===== config.mk =====
export PLATFORM = sky130hd
export DESIGN_NAME = hb_pwm_bemf
export DESIGN_NICKNAME = d
export VERILOG_FILES = /design/src/rtl/hb_pwm_pkg.sv /design/src/rtl/hb_timebase.sv /design/src/rtl/hb_cmd_latch.sv /design/src/rtl/hb_out_drive.sv /design/src/rtl/hb_pwm_bemf.sv
export SDC_FILE = /design/constraint.sdc
export NUM_CORES = 1
export LEC_CHECK = 0
export BUFFER_PORTS_ARGS = -buffer_cell sky130_fd_sc_hd__clkbuf_2
export CORE_MARGIN = 2
export CORE_UTILIZATION = 30
export DETAILED_ROUTE_END_ITERATION = 6
export HOLD_SLACK_MARGIN = 0.12
export PLACE_DENSITY = 0.49
export REMOVE_ABC_BUFFERS = 1
export SYNTH_ARGS = -nofsm -noshare
export SYNTH_HDL_FRONTEND = slang
export SYNTH_HIERARCHICAL = 1
export SYNTH_SLANG_ARGS = --single-unit
export TNS_END_PERCENT = 10

===== constraint.sdc =====
create_clock -name clk_i -period 3.3 [get_ports clk_i]
set_input_delay 0.165 -clock clk_i [delete_from_list [all_inputs] [get_ports clk_i]]
set_output_delay 0.165 -clock clk_i [all_outputs]
set_load 0.02 [all_outputs]

===== src/rtl/hb_pwm_pkg.sv =====
package hb_pwm_pkg;
  localparam int STEPS      = 8;
  localparam int STEP_IDX_W = 3;
  localparam int LEVEL_W    = 4;

  typedef enum logic {PH_RUN, PH_GAP} phase_e;

  typedef struct packed {
    logic [LEVEL_W-1:0] level;
    logic               dir;
  } cmd_t;
endpackage


===== src/rtl/hb_timebase.sv =====
module hb_timebase
  import hb_pwm_pkg::*;
#(
  parameter int STEP_CYCLES     = 8,
  parameter int PERIODS_PER_WIN = 4,
  parameter int WIN_CYCLES      = 24,
  localparam int CycW = (STEP_CYCLES > 1) ? $clog2(STEP_CYCLES) : 1,
  localparam int PerW = (PERIODS_PER_WIN > 1) ? $clog2(PERIODS_PER_WIN) : 1,
  localparam int WinW = (WIN_CYCLES > 1) ? $clog2(WIN_CYCLES) : 1
) (
  input  logic                  clk_i,
  input  logic                  rst_ni,
  output logic [STEP_IDX_W-1:0] step_o,
  output logic                  in_win_o,
  output logic [WinW-1:0]       win_cnt_o,
  output logic                  load_o
);
  phase_e                phase_q;
  logic [CycW-1:0]       cyc_q;
  logic [STEP_IDX_W-1:0] step_q;
  logic [PerW-1:0]       per_q;
  logic [WinW-1:0]       wcnt_q;
  logic                  cyc_last, step_last, per_last, wcnt_last;

  assign cyc_last  = (cyc_q == CycW'(STEP_CYCLES - 1));
  assign step_last = (step_q == STEP_IDX_W'(STEPS - 1));
  assign per_last  = (per_q == PerW'(PERIODS_PER_WIN - 1));
  assign wcnt_last = (wcnt_q == WinW'(WIN_CYCLES - 1));

  always_ff @(posedge clk_i or negedge rst_ni) begin
    if (!rst_ni) begin
      phase_q <= PH_RUN;
      cyc_q   <= '0;
      step_q  <= '0;
      per_q   <= '0;
      wcnt_q  <= '0;
    end else begin
      unique case (phase_q)
        PH_RUN: begin
          if (cyc_last) begin
            cyc_q <= '0;
            if (step_last) begin
              step_q <= '0;
              if (per_last) begin
                per_q   <= '0;
                phase_q <= PH_GAP;
              end else begin
                per_q <= per_q + 1'b1;
              end
            end else begin
              step_q <= step_q + 1'b1;
            end
          end else begin
            cyc_q <= cyc_q + 1'b1;
          end
        end
        PH_GAP: begin
          if (wcnt_last) begin
            wcnt_q  <= '0;
            phase_q <= PH_RUN;
          end else begin
            wcnt_q <= wcnt_q + 1'b1;
          end
        end
        default: phase_q <= PH_RUN;
      endcase
    end
  end

  // edge after this cycle opens a new period
  assign load_o = (phase_q == PH_RUN && cyc_last && step_last && !per_last) ||
                  (phase_q == PH_GAP && wcnt_last);
  assign step_o    = step_q;
  assign in_win_o  = (phase_q == PH_GAP);
  assign win_cnt_o = wcnt_q;
endmodule


===== src/rtl/hb_cmd_latch.sv =====
module hb_cmd_latch
  import hb_pwm_pkg::*;
(
  input  logic clk_i,
  input  logic rst_ni,
  input  logic load_i,
  input  cmd_t cmd_i,
  output cmd_t cmd_o
);
  always_ff @(posedge clk_i or negedge rst_ni) begin
    if (!rst_ni)     cmd_o <= '0;
    else if (load_i) cmd_o <= cmd_i;
  end
endmodule


===== src/rtl/hb_out_drive.sv =====
module hb_out_drive
  import hb_pwm_pkg::*;
#(
  parameter int WIN_CYCLES    = 24,
  parameter int SETTLE_CYCLES = 10,
  localparam int WinW = (WIN_CYCLES > 1) ? $clog2(WIN_CYCLES) : 1
) (
  input  logic                  rst_ni,
  input  logic                  brake_i,
  input  logic                  in_win_i,
  input  logic [STEP_IDX_W-1:0] step_i,
  input  logic [WinW-1:0]       win_cnt_i,
  input  cmd_t                  cmd_i,
  output logic                  en_a_o,
  output logic                  en_b_o,
  output logic                  lvl_a_o,
  output logic                  lvl_b_o,
  output logic                  meas_o
);
  logic on;

  assign on = !in_win_i && ({1'b0, step_i} < cmd_i.level);

  always_comb begin
    en_a_o  = 1'b0;
    en_b_o  = 1'b0;
    lvl_a_o = 1'b0;
    lvl_b_o = 1'b0;
    meas_o  = 1'b0;
    if (rst_ni) begin
      if (brake_i) begin
        en_a_o = 1'b1;
        en_b_o = 1'b1;
      end else begin
        en_a_o  = on;
        en_b_o  = on;
        lvl_a_o = on & ~cmd_i.dir;
        lvl_b_o = on & cmd_i.dir;
        meas_o  = in_win_i && (win_cnt_i == WinW'(SETTLE_CYCLES));
      end
    end
  end
endmodule


===== src/rtl/hb_pwm_bemf.sv =====
module hb_pwm_bemf
  import hb_pwm_pkg::*;
#(
  parameter int STEP_CYCLES     = 8,
  parameter int PERIODS_PER_WIN = 4,
  parameter int WIN_CYCLES      = 24,
  parameter int SETTLE_CYCLES   = 10
) (
  input  logic               clk_i,
  input  logic               rst_ni,
  input  logic [LEVEL_W-1:0] level_i,
  input  logic               dir_i,
  input  logic               brake_i,
  output logic               en_a_o,
  output logic               en_b_o,
  output logic               lvl_a_o,
  output logic               lvl_b_o,
  output logic               meas_o
);
  localparam int WinW = (WIN_CYCLES > 1) ? $clog2(WIN_CYCLES) : 1;

  logic [STEP_IDX_W-1:0] step;
  logic                  in_win;
  logic [WinW-1:0]       win_cnt;
  logic                  load;
  cmd_t                  cmd_in, cmd_q;

  assign cmd_in = '{level: level_i, dir: dir_i};

  hb_timebase #(
    .STEP_CYCLES    (STEP_CYCLES),
    .PERIODS_PER_WIN(PERIODS_PER_WIN),
    .WIN_CYCLES     (WIN_CYCLES)
  ) u_tb (
    .clk_i    (clk_i),
    .rst_ni   (rst_ni),
    .step_o   (step),
    .in_win_o (in_win),
    .win_cnt_o(win_cnt),
    .load_o   (load)
  );

  hb_cmd_latch u_cmd (
    .clk_i (clk_i),
    .rst_ni(rst_ni),
    .load_i(load),
    .cmd_i (cmd_in),
    .cmd_o (cmd_q)
  );

  hb_out_drive #(
    .WIN_CYCLES   (WIN_CYCLES),
    .SETTLE_CYCLES(SETTLE_CYCLES)
  ) u_drv (
    .rst_ni   (rst_ni),
    .brake_i  (brake_i),
    .in_win_i (in_win),
    .step_i   (step),
    .win_cnt_i(win_cnt),
    .cmd_i    (cmd_q),
    .en_a_o   (en_a_o),
    .en_b_o   (en_b_o),
    .lvl_a_o  (lvl_a_o),
    .lvl_b_o  (lvl_b_o),
    .meas_o   (meas_o)
  );
endmodule


==> impl_metrics.yaml <==
job:
  maxCapViolCount: 0
placed_design:
  dp_hpwl_mm: 1.24
  io_buffers: 12
  final_weighted_congestion_in_routability_driven_placement: 0.737
sta:
  finalSetupViolations: 0
  max_clock_skew_ps: 2.99
  min_period_over_period: 0.593
  timing.fmax_mhz: 511
  slew_violations: 0
  hold_viol: 0
  timing_worst_slew_pin_value_ps: 513
  whs_ps: 362
  rsz_0062_raised_after_global_routing: "no"
  timing.max_slew.rel_slack: 0.658
  setup_total_negative_slack_ps: 0
  finalWorstPathRequiredPeriod_ps: 1960
global_routing:
  grt_antenna_before_repair: 0
  grt_pass1_vias: 705
  track_usage: 0.104
  grt_first_pass_wirelength_mm: 3.25
  grt_overflow: 0
  grt_max_degree: 22
worst_setup_path:
  register_to_register_setup_slack_ps: 1530
  crit_path_top_delay_cell: "dlygate4sd3_1"
  worst_r2r_path_depth: 5
  timing_worst_setup_path_type: "input port to output pin"
  cp-start-kind: "input port"
  worst_path_max_fanout: 21
  critical-path-top-cell-by-count: "clkbuf_2"
  cp_data_required_time_ps: 3130
  critical_register_to_register_path_startpoint: "u_tb/step_o[0]"
  worstReg2RegEnd: "u_cmd/cmd_o[2]"
  critPathArrivalTime_ps: 1790
  critPathMaxStageDelay_ps: 520
  endpoint_kind: "output pin"
  crit_path_cell_chain: "dlygate4sd3_1 -> clkbuf_2 -> inv_1 -> nor4_1 -> clkbuf_2"
routing:
  initialDrtViolationCount: 18
  detail_route.drc_violations: 0
  routed_wirelength_mm: 1.72
  via_count: 656
  drtPass1Iterations: 4
  average_vias_per_placed_instance: 4.37
  detail-route-antenna-nets: 0
  drt-wirelength-per-cell_um: 11.5
yosys:
  synth_seq_area_share: 0.461
  ys_types: 30
  mean_syn_cell_area_um2: 12.3
  synth.yosys.warnings: 6
  netlist_area_um2: 1030
  syn-instance-count: 84
  ys_seq_elements: 19
clocking:
  clock_sinks: 19
  clock_pin_slew_on_the_worst_setup_and_hold_paths_ps: 110
  tritoncts_clock_tree: "yes"
  numCtsBuffers: 3
  worstSkewPairLatency_ps: 290
  post_cts.resized_instances: 0
  cts.root.buffer_cell: "clkbuf_4"
  h_tree_levels: 1
  clock_tree.buffer_depth: 2
floorplanning:
  die-area_um2: 3930
  die_x_um: 62.7
  start_util: 0.312
  placement_rows: 21
  boundaryPins: 13
  chip_height_um: 62.7
  core_um2: 3310
worst_hold_path:
  worstHoldPathType: "input port to asynchronous set/reset pin"
cells_and_area:
  layout_commonest_cell: "dfrtp_1"
  fill_cells: 348
  antennaDiodeCount: 0
  drive_gt1_frac: 0.327
  layout.nets: 121
  mostFrequentLayoutCells: "dfrtp_1, clkbuf_2, mux2_2"
  syn_to_final_growth_pct: 18.4
power:
  power.density_nw_per_um2: 300
  power.static_leakage_uw: 0.000593
  power.ir.vdd_worst_mv: 0.176
outcome:
  run_status: "completed"
routing by layer:
layer  global-route usage  vias to the layer above  part of all wire
li1                     -                      338                 -
met3               0.0324                        2             0.034
met5                    0                        -                 0
met2                0.168                       10              0.46
met1                0.134                      306              0.50
met4               0.0333                        0             0.012
synth_stat cells:
| master | n | area [um2] |
|---|---|---|
| dfrtp_1 | 19 | 475 |
| mux2_2 | 10 | 113 |
| inv_1 | 9 | 33.8 |
| ha_1 | 8 | 100 |
| nand2b_1 | 4 | 25.0 |
| mux2_1 | 3 | 33.8 |
| nor2_1 | 3 | 11.3 |
| nor4_1 | 3 | 18.8 |
| a21oi_1 | 2 | 10.0 |
| buf_4 | 2 | 15.0 |
| nand2_1 | 2 | 7.51 |
| a21o_1 | 1 | 7.51 |
| and4b_1 | 1 | 10.0 |
| mux2i_1 | 1 | 10.0 |
| nand2b_2 | 1 | 8.76 |
| nand2b_4 | 1 | 13.8 |
| nand3_2 | 1 | 10.0 |
| nand3b_4 | 1 | 20.0 |
| nand4_1 | 1 | 6.26 |
| nand4b_1 | 1 | 8.76 |
| nor2b_1 | 1 | 6.26 |
| nor2b_2 | 1 | 8.76 |
| nor3_1 | 1 | 5.00 |
| nor3b_2 | 1 | 12.5 |
| o21ai_1 | 1 | 5.00 |
| o22ai_1 | 1 | 6.26 |
| o2bb2ai_1 | 1 | 8.76 |
| o311ai_2 | 1 | 16.3 |
| o32ai_2 | 1 | 16.3 |
| xnor2_1 | 1 | 8.76 |
power by group:
| group | total, uW | leakage (uW) | switching (uW) | internal [uW] |
|---|---|---|---|---|
| Combinational | 18.6 | 0.000324 | 9.88 | 8.69 |
| Clock | 116 | 0.0000177 | 70.5 | 45.1 |
| Sequential | 233 | 0.000251 | 0 | 233 |
worst max-delay path by stage:
stage | start | end | slack [ps]
after global placement | u_tb/step_o[0] | u_cmd/cmd_o[2] | 1560
final | rst_ni | lvl_a_o | 1340
after detailed placement | u_tb/in_win_o | u_cmd/cmd_o[1] | 1510
after global routing | rst_ni | lvl_b_o | 1140
after CTS | rst_ni | lvl_a_o | 1300
after floorplan | u_tb/step_o[2] | en_a_o | 1590
metrics by stage:
step / util / cell area (um2) / worst slack, ps / std cells / total power, uW
floorplan: - / 1020 / 1590 / 82 / 240
global placement: 0.343 / 1130 / 1560 / 140 / 251
detailed placement: 0.343 / 1130 / 1510 / 140 / 251
CTS: 0.369 / 1220 / 1300 / 150 / 384
global route: 0.369 / 1220 / 1140 / 150 / 392
finish: 0.369 / 1220 / 1340 / 150 / 367
timing repair:
action	CTS	global route
buffers inserted	0	0
endpoints found under the hold margin	24	0
setup endpoints to repair	0	0
hold buffers	6	0
flip-flops by register name, indices dropped and copies added (netlist names):
signal / cells
u_cmd/cmd_o: 5
u_tb/win_cnt_o: 5
u_tb/cyc_q: 3
u_tb/step_o: 3
u_tb/per_q: 2
u_tb/in_win_o: 1
final cells by class:
cell class	instances	area (um2)	share of cell area
multi-input cells	54	508	0.416
repair buffers	18	120	0.0983
inverters	9	33.8	0.0276
clock inverters	1	5.00	0.00409
flip-flops and latches	19	475	0.389
well taps	46	57.6	0.0471
clock buffers	3	22.5	0.0184
critical path, delay by kind of cell:
kind,cells,cell delay [ps]
and+or+nand+nor,1,310
buffers and inverters,4,1320
cell families (layout without fill, tap and decap cells):
kind of cell | after synthesis | count (layout) | share of synthesized area
flops | 19 | 19 | 0.461
compound gates | 8 | 8 | 0.0679
simple gates | 23 | 23 | 0.167
fa+ha+maj | 8 | 8 | 0.0970
xor+xnor | 1 | 1 | 0.00849
mux | 14 | 14 | 0.152
buf+inv | 11 | 31 | 0.0473
Power figures use the tool's default switching activity.
